File: src/rtl/iqw_pkg.sv
package iqw_pkg;
    localparam int unsigned IQW_ENTRIES = 16;
    localparam int unsigned IQW_TAG_W   = 6;
    localparam int unsigned IQW_LANES   = 4;
endpackage

File: src/rtl/iqw_tag_match.sv
module iqw_tag_match #(
    parameter int unsigned TAG_W = iqw_pkg::IQW_TAG_W,
    parameter int unsigned IW    = iqw_pkg::IQW_LANES
) (
    input  logic [TAG_W-1:0]    tag_i,
    input  logic [IW-1:0]       bc_valid_i,
    input  logic [IW*TAG_W-1:0] bc_tags_i,
    output logic                hit_o
);
    logic [IW-1:0] lane_eq;

    // One comparator per broadcast lane, gated by that lane's valid bit
    for (genvar k = 0; k < IW; k++) begin : g_lane
        assign lane_eq[k] = bc_valid_i[k] && (bc_tags_i[k*TAG_W +: TAG_W] == tag_i);
    end

    assign hit_o = |lane_eq;
endmodule

File: src/rtl/iqw_slot.sv
module iqw_slot #(
    parameter int unsigned TAG_W = iqw_pkg::IQW_TAG_W,
    parameter int unsigned IW    = iqw_pkg::IQW_LANES
) (
    input  logic                clk,
    input  logic                rst_n,
    input  logic                alloc_i,
    input  logic [TAG_W-1:0]    alloc_tag_l_i,
    input  logic                alloc_rdy_l_i,
    input  logic [TAG_W-1:0]    alloc_tag_r_i,
    input  logic                alloc_rdy_r_i,
    input  logic                grant_i,
    input  logic [IW-1:0]       bc_valid_i,
    input  logic [IW*TAG_W-1:0] bc_tags_i,
    output logic                req_o
);
    typedef struct packed {
        logic             busy;
        logic [TAG_W-1:0] tag_l;
        logic             rdy_l;
        logic [TAG_W-1:0] tag_r;
        logic             rdy_r;
    } slot_t;

    slot_t slot_d, slot_q;
    logic  hit_l, hit_r;

    iqw_tag_match #(.TAG_W(TAG_W), .IW(IW)) u_match_l (
        .tag_i      (slot_q.tag_l),
        .bc_valid_i (bc_valid_i),
        .bc_tags_i  (bc_tags_i),
        .hit_o      (hit_l)
    );

    iqw_tag_match #(.TAG_W(TAG_W), .IW(IW)) u_match_r (
        .tag_i      (slot_q.tag_r),
        .bc_valid_i (bc_valid_i),
        .bc_tags_i  (bc_tags_i),
        .hit_o      (hit_r)
    );

    always_comb begin
        slot_d = slot_q;
        if (alloc_i) begin
            // A new write wins over a release of the same slot
            slot_d.busy  = 1'b1;
            slot_d.tag_l = alloc_tag_l_i;
            slot_d.rdy_l = alloc_rdy_l_i;
            slot_d.tag_r = alloc_tag_r_i;
            slot_d.rdy_r = alloc_rdy_r_i;
        end else if (grant_i) begin
            slot_d.busy  = 1'b0;
            slot_d.rdy_l = 1'b0;
            slot_d.rdy_r = 1'b0;
        end else if (slot_q.busy) begin
            slot_d.rdy_l = slot_q.rdy_l | hit_l;
            slot_d.rdy_r = slot_q.rdy_r | hit_r;
        end
    end

    always_ff @(posedge clk or negedge rst_n) begin
        if (!rst_n) begin
            slot_q <= '0;
        end else begin
            slot_q <= slot_d;
        end
    end

    assign req_o = slot_q.busy & slot_q.rdy_l & slot_q.rdy_r;

    // a set flag survives while the slot stays occupied
    a_r7_sticky_left: assert property (@(posedge clk) disable iff (!rst_n)
        (slot_q.busy && slot_q.rdy_l && !alloc_i && !grant_i) |=> slot_q.rdy_l);
    a_r7_sticky_right: assert property (@(posedge clk) disable iff (!rst_n)
        (slot_q.busy && slot_q.rdy_r && !alloc_i && !grant_i) |=> slot_q.rdy_r);

    // with every lane invalid, no ready flag changes
    a_r5_idle_bus: assert property (@(posedge clk) disable iff (!rst_n)
        (slot_q.busy && !alloc_i && !grant_i && bc_valid_i == '0)
        |=> ($stable(slot_q.rdy_l) && $stable(slot_q.rdy_r)));

    // a ready indication given at allocation is kept
    a_r6_alloc_ready: assert property (@(posedge clk) disable iff (!rst_n)
        (alloc_i && alloc_rdy_l_i && alloc_rdy_r_i) |=> req_o);

    // a release without a new write drops the request
    a_r8_release: assert property (@(posedge clk) disable iff (!rst_n)
        (grant_i && !alloc_i) |=> !req_o);

    // an unwoken left operand keeps the request low
    a_r3_need_both: assert property (@(posedge clk) disable iff (!rst_n)
        (slot_q.busy && !alloc_i && !grant_i && !slot_q.rdy_l && !hit_l) |=> !req_o);
endmodule

File: src/rtl/iq_wakeup.sv
module iq_wakeup #(
    parameter int unsigned ENTRIES = iqw_pkg::IQW_ENTRIES,
    parameter int unsigned TAG_W   = iqw_pkg::IQW_TAG_W,
    parameter int unsigned IW      = iqw_pkg::IQW_LANES,
    localparam int unsigned IDX_W  = (ENTRIES > 1) ? $clog2(ENTRIES) : 1
) (
    input  logic                clk,
    input  logic                rst_n,
    input  logic                alloc_valid,
    input  logic [IDX_W-1:0]    alloc_idx,
    input  logic [TAG_W-1:0]    alloc_tag_l,
    input  logic                alloc_rdy_l,
    input  logic [TAG_W-1:0]    alloc_tag_r,
    input  logic                alloc_rdy_r,
    input  logic [IW-1:0]       bc_valid,
    input  logic [IW*TAG_W-1:0] bc_tags,
    input  logic [ENTRIES-1:0]  grant,
    output logic [ENTRIES-1:0]  req
);
    logic bypass_l, bypass_r;
    logic start_rdy_l, start_rdy_r;

    // One shared compare for the incoming tags: only one slot is written per cycle
    iqw_tag_match #(.TAG_W(TAG_W), .IW(IW)) u_alloc_match_l (
        .tag_i      (alloc_tag_l),
        .bc_valid_i (bc_valid),
        .bc_tags_i  (bc_tags),
        .hit_o      (bypass_l)
    );

    iqw_tag_match #(.TAG_W(TAG_W), .IW(IW)) u_alloc_match_r (
        .tag_i      (alloc_tag_r),
        .bc_valid_i (bc_valid),
        .bc_tags_i  (bc_tags),
        .hit_o      (bypass_r)
    );

    assign start_rdy_l = alloc_rdy_l | bypass_l;
    assign start_rdy_r = alloc_rdy_r | bypass_r;

    for (genvar g = 0; g < ENTRIES; g++) begin : g_slot
        logic wr_here;
        assign wr_here = alloc_valid && (alloc_idx == IDX_W'(g));

        iqw_slot #(.TAG_W(TAG_W), .IW(IW)) u_slot (
            .clk           (clk),
            .rst_n         (rst_n),
            .alloc_i       (wr_here),
            .alloc_tag_l_i (alloc_tag_l),
            .alloc_rdy_l_i (start_rdy_l),
            .alloc_tag_r_i (alloc_tag_r),
            .alloc_rdy_r_i (start_rdy_r),
            .grant_i       (grant[g]),
            .bc_valid_i    (bc_valid),
            .bc_tags_i     (bc_tags),
            .req_o         (req[g])
        );
    end

    // a same-cycle match on both incoming tags yields a request next cycle
    a_r6_same_cycle: assert property (@(posedge clk) disable iff (!rst_n)
        (alloc_valid && bypass_l && bypass_r) |=> req[$past(alloc_idx)]);
endmodule

File: config.mk
export PLATFORM = sky130hd
export DESIGN_NAME = iq_wakeup
export DESIGN_NICKNAME = d
export VERILOG_FILES = /design/src/rtl/iqw_pkg.sv /design/src/rtl/iqw_tag_match.sv /design/src/rtl/iqw_slot.sv /design/src/rtl/iq_wakeup.sv
export SDC_FILE = /design/constraint.sdc
export NUM_CORES = 1
export LEC_CHECK = 0
export BUFFER_PORTS_ARGS = -buffer_cell sky130_fd_sc_hd__clkbuf_2
export CAP_MARGIN = 20
export CORE_MARGIN = 5
export CORE_UTILIZATION = 28
export DETAILED_ROUTE_END_ITERATION = 16
export GPL_ROUTABILITY_DRIVEN = 0
export PLACE_DENSITY = 0.39
export SYNTH_ARGS = -nofsm -noshare
export SYNTH_HDL_FRONTEND = slang
export SYNTH_SLANG_ARGS = --single-unit
File: constraint.sdc
create_clock -name clk -period 2.3 [get_ports clk]
set_input_delay 0.23 -clock clk [delete_from_list [all_inputs] [get_ports clk]]
set_output_delay 0.23 -clock clk [all_outputs]
set_load 0.01 [all_outputs]
==> flow_summary.json, run 1 <==
{
  "ff2ff_path_depth": 6,
  "final_cell_mix": "xor2_1 (408), xnor2_1 (408), dfrtp_1 (240)",
  "reg2reg_to": "g_slot[8].u_slot.slot_q[7]",
  "slew_violations": 0,
  "fp.dieH_um": 280,
  "max_cap_violations": 0,
  "antenna_found_initial": 4,
  "critPathBufInv": 0,
  "finalCriticalPeriod_ns": 1.86,
  "power_w": 0.0175,
  "clk_path_buf_depth": 3,
  "r2r_slack_ns": 0.44,
  "synthAdderAreaFrac": 0,
  "largest_register_ffs": 240,
  "syn_to_final_growth_pct": 11.9,
  "yosys.area_share.xor_xnor": 0.350,
  "worstSetupStartpoint": "g_slot[8].u_slot.slot_q[10]",
  "ys_warn_count": 0,
  "worstPathArrival_ns": 2.29,
  "syn_area_um2": 20400,
  "synth_compound_area_frac": 0.0191,
  "outcome": "finished clean",
  "stdcell_count": 3113,
  "grt_setup_unrepaired": "no",
  "syn_inst": 2235,
  "worstSetupStartpointType": "flip-flop",
  "syn_nets": 2300,
  "synth_area_leader_cell": "dfrtp_1",
  "hold_viol_final": 0,
  "ys_ff_latch": 240,
  "relSlewSlack": 0.423,
  "die_area_um2": 78300,
  "timing_worst_setup_path_type": "flip-flop to flip-flop",
  "die_w_um": 280,
  "clkTransAtPathRegs_ns": 0.06,
  "insertion_delay_ns": 0.55,
  "fin_nets": 2196,
  "post-dp-hpwl_mm": 53.9,
  "synth-simple-area-share": 0.157,
  "clock-sinks": 240,
  "post_cts_resized": 0,
  "drt.antenna.violating_nets": 0,
  "worst-path-stages": 6,
  "h-tree-depth": 2,
  "tightest_slew_ns": 0.866,
  "path_max_fanout": 5,
  "overflow": 0,
  "wire_per_inst_um": 25.7,
  "drive_above_1_share": 0.180,
  "synth_top_cell_area_share": 0.295,
  "grt_pass1_wl_mm": 118,
  "tritoncts": "built",
  "rr_startpoint": "g_slot[8].u_slot.slot_q[10]",
  "critPathMaxStageDelay_ns": 0.63,
  "port_buffers": 80,
  "drt-pass1-iter-count": 7,
  "top_register": "g_slot.u_slot.slot_q",
  "critPathTopFamily": "simple AND/OR/NAND/NOR gates",
  "grt_use_total": 0.202,
  "fmaxAchievable_ghz": 0.539,
  "finalSetupTns_ns": 0,
  "drc": 0,
  "timing.critical_path.to": "g_slot[8].u_slot.slot_q[7]",
  "num_rows": 99,
  "core_um2": 72600,
  "worst_hold_path_type": "input pin to flip-flop",
  "skew_ns": 0.0111,
  "place_inst": 3037,
  "crit_slowest_cell": "or4_1",
  "power_density_nw_per_um2": 767,
  "irDropWorstVdd_v": 0.000442,
  "top_regs": "g_slot.u_slot.slot_q x240",
  "cts.root.buffer_cell": "clkbuf_16",
  "p_leak_nw": 9.33,
  "initial_core_util": 0.281,
  "cts.hold.buffers_added": 17,
  "finalCritPeriodShare": 0.807,
  "setup_viol": 0,
  "post_cts_buffers": 0,
  "end_kind": "flip-flop",
  "io_pins": 81,
  "cts_buffers": 34,
  "totalWireLength_mm": 80.2,
  "cp.required_ns": 2.73,
  "worstHoldPathCells": 3,
  "yosys-top-cells-area": "dfrtp_1 (29%), xnor2_1 (18%), xor2_1 (18%)",
  "synth_mux_area_frac": 0.0729,
  "synth_cell_types": 32,
  "viasPerCell": 5.11,
  "synth_top_family_by_area": "XOR/XNOR gates",
  "drt_iter0_drc": 1220,
  "grt_max_degree": 54,
  "crit_chain": "xnor2_1 > nand4_1 > nor4_1 > or4_1 > a21oi_1 > o22ai_1",
  "postSynthAreaPerCell_um2": 9.12,
  "grt_pass1_vias": 16481,
  "ys_seq_area_frac": 0.295,
  "vias": 15905
}
synthesized netlist by cell type:
cell type,n
xnor2_1,408
xor2_1,408
dfrtp_1,240
nand2_1,187
clkbuf_1,147
nor4_1,139
nand4_1,138
mux2_2,105
buf_4,77
buf_1,72
buf_6,37
o22ai_1,32
buf_2,31
mux2_1,27
a21oi_1,22
or4_1,22
and3_1,18
or3_1,18
nand2b_1,17
inv_1,16
o21ai_0,16
nor2_1,14
clkbuf_2,9
nor3_1,8
nand3_1,6
buf_8,5
nor4b_1,5
nor2b_1,3
and2_1,2
nor3_4,2
nor4_2,2
or3_4,2
layer usage:
metal  vias to the layer above  track usage  share of wire
met3                       138       0.0313          0.057
met4                         0       0.0584          0.029
li1                       7111            -              -
met1                      8088        0.288           0.47
met5                         -            0              0
met2                       568        0.318           0.45
metrics by stage:
step | setup slack, ns | area (µm²) | hold WS, ns | util
after floorplan | 0.676 | 20400 | -0.0656 | -
after global placement | 0.0900 | 21500 | 0.160 | 0.296
after detailed placement | 0.0763 | 21500 | 0.163 | 0.296
after CTS | 0.443 | 22800 | 0.0827 | 0.314
after global routing | 0.372 | 22800 | 0.121 | 0.314
final | 0.443 | 22800 | 0.136 | 0.314
tightest hold or removal path, stage by stage:
cell      delay (ns)
clkbuf_2        0.24
nand2_1         0.11
nand2_1         0.05
how the worst min path moves through the flow:
stage	slack, ns	endpoint	start
3_3_place_gp	0.16	g_slot[11].u_slot.slot_q[3]	rst_n
6_report	0.14	g_slot[8].u_slot.slot_q[10]	alloc_tag_l[2]
4_1_cts	0.08	g_slot[8].u_slot.slot_q[10]	alloc_tag_l[2]
3_5_place_dp	0.16	g_slot[3].u_slot.slot_q[5]	rst_n
5_1_grt	0.12	g_slot[8].u_slot.slot_q[10]	alloc_tag_l[2]
2_1_floorplan	-0.07	g_slot[0].u_slot.slot_q[0]	rst_n
kinds of logic (layout without fill, tap and decap cells):
family,Yosys count,count (layout)
and+or+nand+nor,583,583
xor gates and xnor gates,816,816
AOI/OAI and AO/OA,70,70
buffers and inverters,394,312
muxes,132,132
DFF,240,240
other,0,1
report_power, final:
group	switching [W]	internal, W
clock network	0.00213	0.00343
registers	0.00173	0.00500
logic	0.00245	0.00276
area by class of cell:
cell class / instances / area (µm²)
sequential: 240 / 6010
tap: 959 / 1200
timing repair buffer: 238 / 2150
clock inverter: 12 / 138
fill: 7538 / 49800
antenna: 1 / 2.50
clock buffer: 46 / 1020
inverter: 16 / 60.1
multi-input combinational: 1601 / 12200
Note: power is estimated with default switching activity, not from simulation.
==> run 2: changes to the inputs <==
- clock period: 2.3 -> 1.87 ns (I/O delays scaled with it)
==> flow_summary.json, run 2 (synthesis results as in run 1) <==
{
  "grt_pass1_wl_mm": 120,
  "overflow": 0,
  "antenna_found_initial": 2,
  "drc": 0,
  "finalCritPeriodShare": 0.965,
  "clkTransAtPathRegs_ns": 0.06,
  "fmaxAchievable_ghz": 0.554,
  "stdcell_count": 3223,
  "die_w_um": 280,
  "skew_ns": 0.0273,
  "tritoncts": "built",
  "worst_hold_path_type": "input pin to asynchronous set/reset pin",
  "timing_worst_setup_path_type": "flip-flop to flip-flop",
  "r2r_slack_ns": 0.06,
  "tightest_slew_ns": 0.623,
  "die_area_um2": 78300,
  "num_rows": 99,
  "fin_nets": 2304,
  "irDropWorstVdd_v": 0.000525,
  "drt-pass1-iter-count": 5,
  "worstSetupStartpointType": "flip-flop",
  "dpl_cell_area_um2": 22700,
  "viasPerCell": 5.00,
  "finalSetupTns_ns": 0,
  "clock-sinks": 240,
  "post-dp-hpwl_mm": 57.3,
  "clk_path_buf_depth": 3,
  "setup_viol": 0,
  "grt_use_total": 0.205,
  "cts_buffers": 34,
  "final_cell_mix": "xor2_1 (408), xnor2_1 (408), dfrtp_1 (230)",
  "place_inst": 3145,
  "max_cap_violations": 0,
  "power_density_nw_per_um2": 901,
  "cts.root.buffer_cell": "clkbuf_16",
  "drt.antenna.violating_nets": 0,
  "largest_register_ffs": 240,
  "drive_above_1_share": 0.223,
  "core_um2": 72600,
  "power_w": 0.0216,
  "insertion_delay_ns": 0.56,
  "end_kind": "flip-flop",
  "antennaDiodeCount": 0,
  "initial_core_util": 0.281,
  "fp.dieH_um": 280,
  "grt_setup_unrepaired": "no",
  "post_cts_buffers": 0,
  "drt_iter0_drc": 1260,
  "cp.required_ns": 2.30,
  "finalCriticalPeriod_ns": 1.81,
  "dpl_worst_slack_ns": -0.219,
  "top_register": "g_slot.u_slot.slot_q",
  "vias": 16103,
  "p_leak_nw": 9.96,
  "totalWireLength_mm": 81.7,
  "finalInstanceArea_um2": 24000,
  "slew_violations": 0,
  "syn_to_final_growth_pct": 17.6,
  "grt_max_degree": 52,
  "grt_pass1_vias": 16606,
  "port_buffers": 80,
  "path_max_fanout": 5,
  "h-tree-depth": 2,
  "hold_viol_final": 0,
  "relSlewSlack": 0.584,
  "outcome": "finished clean",
  "worstPathArrival_ns": 2.23,
  "top_regs": "g_slot.u_slot.slot_q x240",
  "io_pins": 81,
  "wire_per_inst_um": 25.3,
  "postLayoutSetupSlackWorst_ns": 0.0649
}
==> run 2: worst max-delay path, stage by stage, from the launching register on <==
cell     delay [ns]
dfrtp_1        0.48
xnor2_1        0.17
nand4_1        0.09
nor4_1         0.05
or4_1          0.60
a21oi_1        0.18
o22ai_1        0.10
==> run 2: final timing paths <==
check | from | end | depth (start not counted)
worst max-delay path | g_slot[2].u_slot.slot_q[9] | g_slot[2].u_slot.slot_q[7] | 6
worst min-delay path | rst_n | g_slot[11].u_slot.slot_q[11] | 2
worst max register to register | g_slot[2].u_slot.slot_q[9] | g_slot[2].u_slot.slot_q[7] | 6
min in group clk | alloc_tag_l[2] | g_slot[8].u_slot.slot_q[10] | 4
worst min register to register | g_slot[5].u_slot.slot_q[7] | g_slot[5].u_slot.slot_q[7] | 2
max in group asynchronous | rst_n | g_slot[4].u_slot.slot_q[2] | 3
==> run 2: what timing repair did <==
action | 4_1_cts | 5_1_grt
endpoints found under the hold margin | 187 | 0
gates resized for setup | 1 | 10
setup endpoints to repair | 1 | 4
hold buffers | 17 | 0
==> run 2: routing by layer <==
| layer | track usage | part of all wire |
|---|---|---|
| met5 | 0 | 0.00016 |
| met4 | 0.0550 | 0.030 |
| met3 | 0.0318 | 0.051 |
| met2 | 0.330 | 0.45 |
| met1 | 0.288 | 0.46 |
==> run 2: area by class of cell <==
type	count	area, µm²
repair buffers	346	3360
fillers	7534	48600
inverters	16	60.1
well taps	959	1200
flip-flops and latches	240	6020
multi-input cells	1601	12200
clock buffers	53	1050
clock inverters	8	46.3
==> run 2: stage by stage <==
stage,util,hold WS [ns]
5_1_grt,0.330,0.143
4_1_cts,0.330,0.103
3_5_place_dp,0.313,0.156
6_report,0.330,0.135
3_3_place_gp,0.313,0.163
2_1_floorplan,-,-0.109
==> run 2: where the power goes <==
group / internal, W / switching [W] / total, W / leakage [nW]
Sequential: 0.00617 / 0.00203 / 0.00820 / 3.03
Combinational: 0.00372 / 0.00323 / 0.00694 / 6.39
Clock: 0.00386 / 0.00260 / 0.00646 / 0.547
Total: 0.0137 / 0.00785 / 0.0216 / 9.96
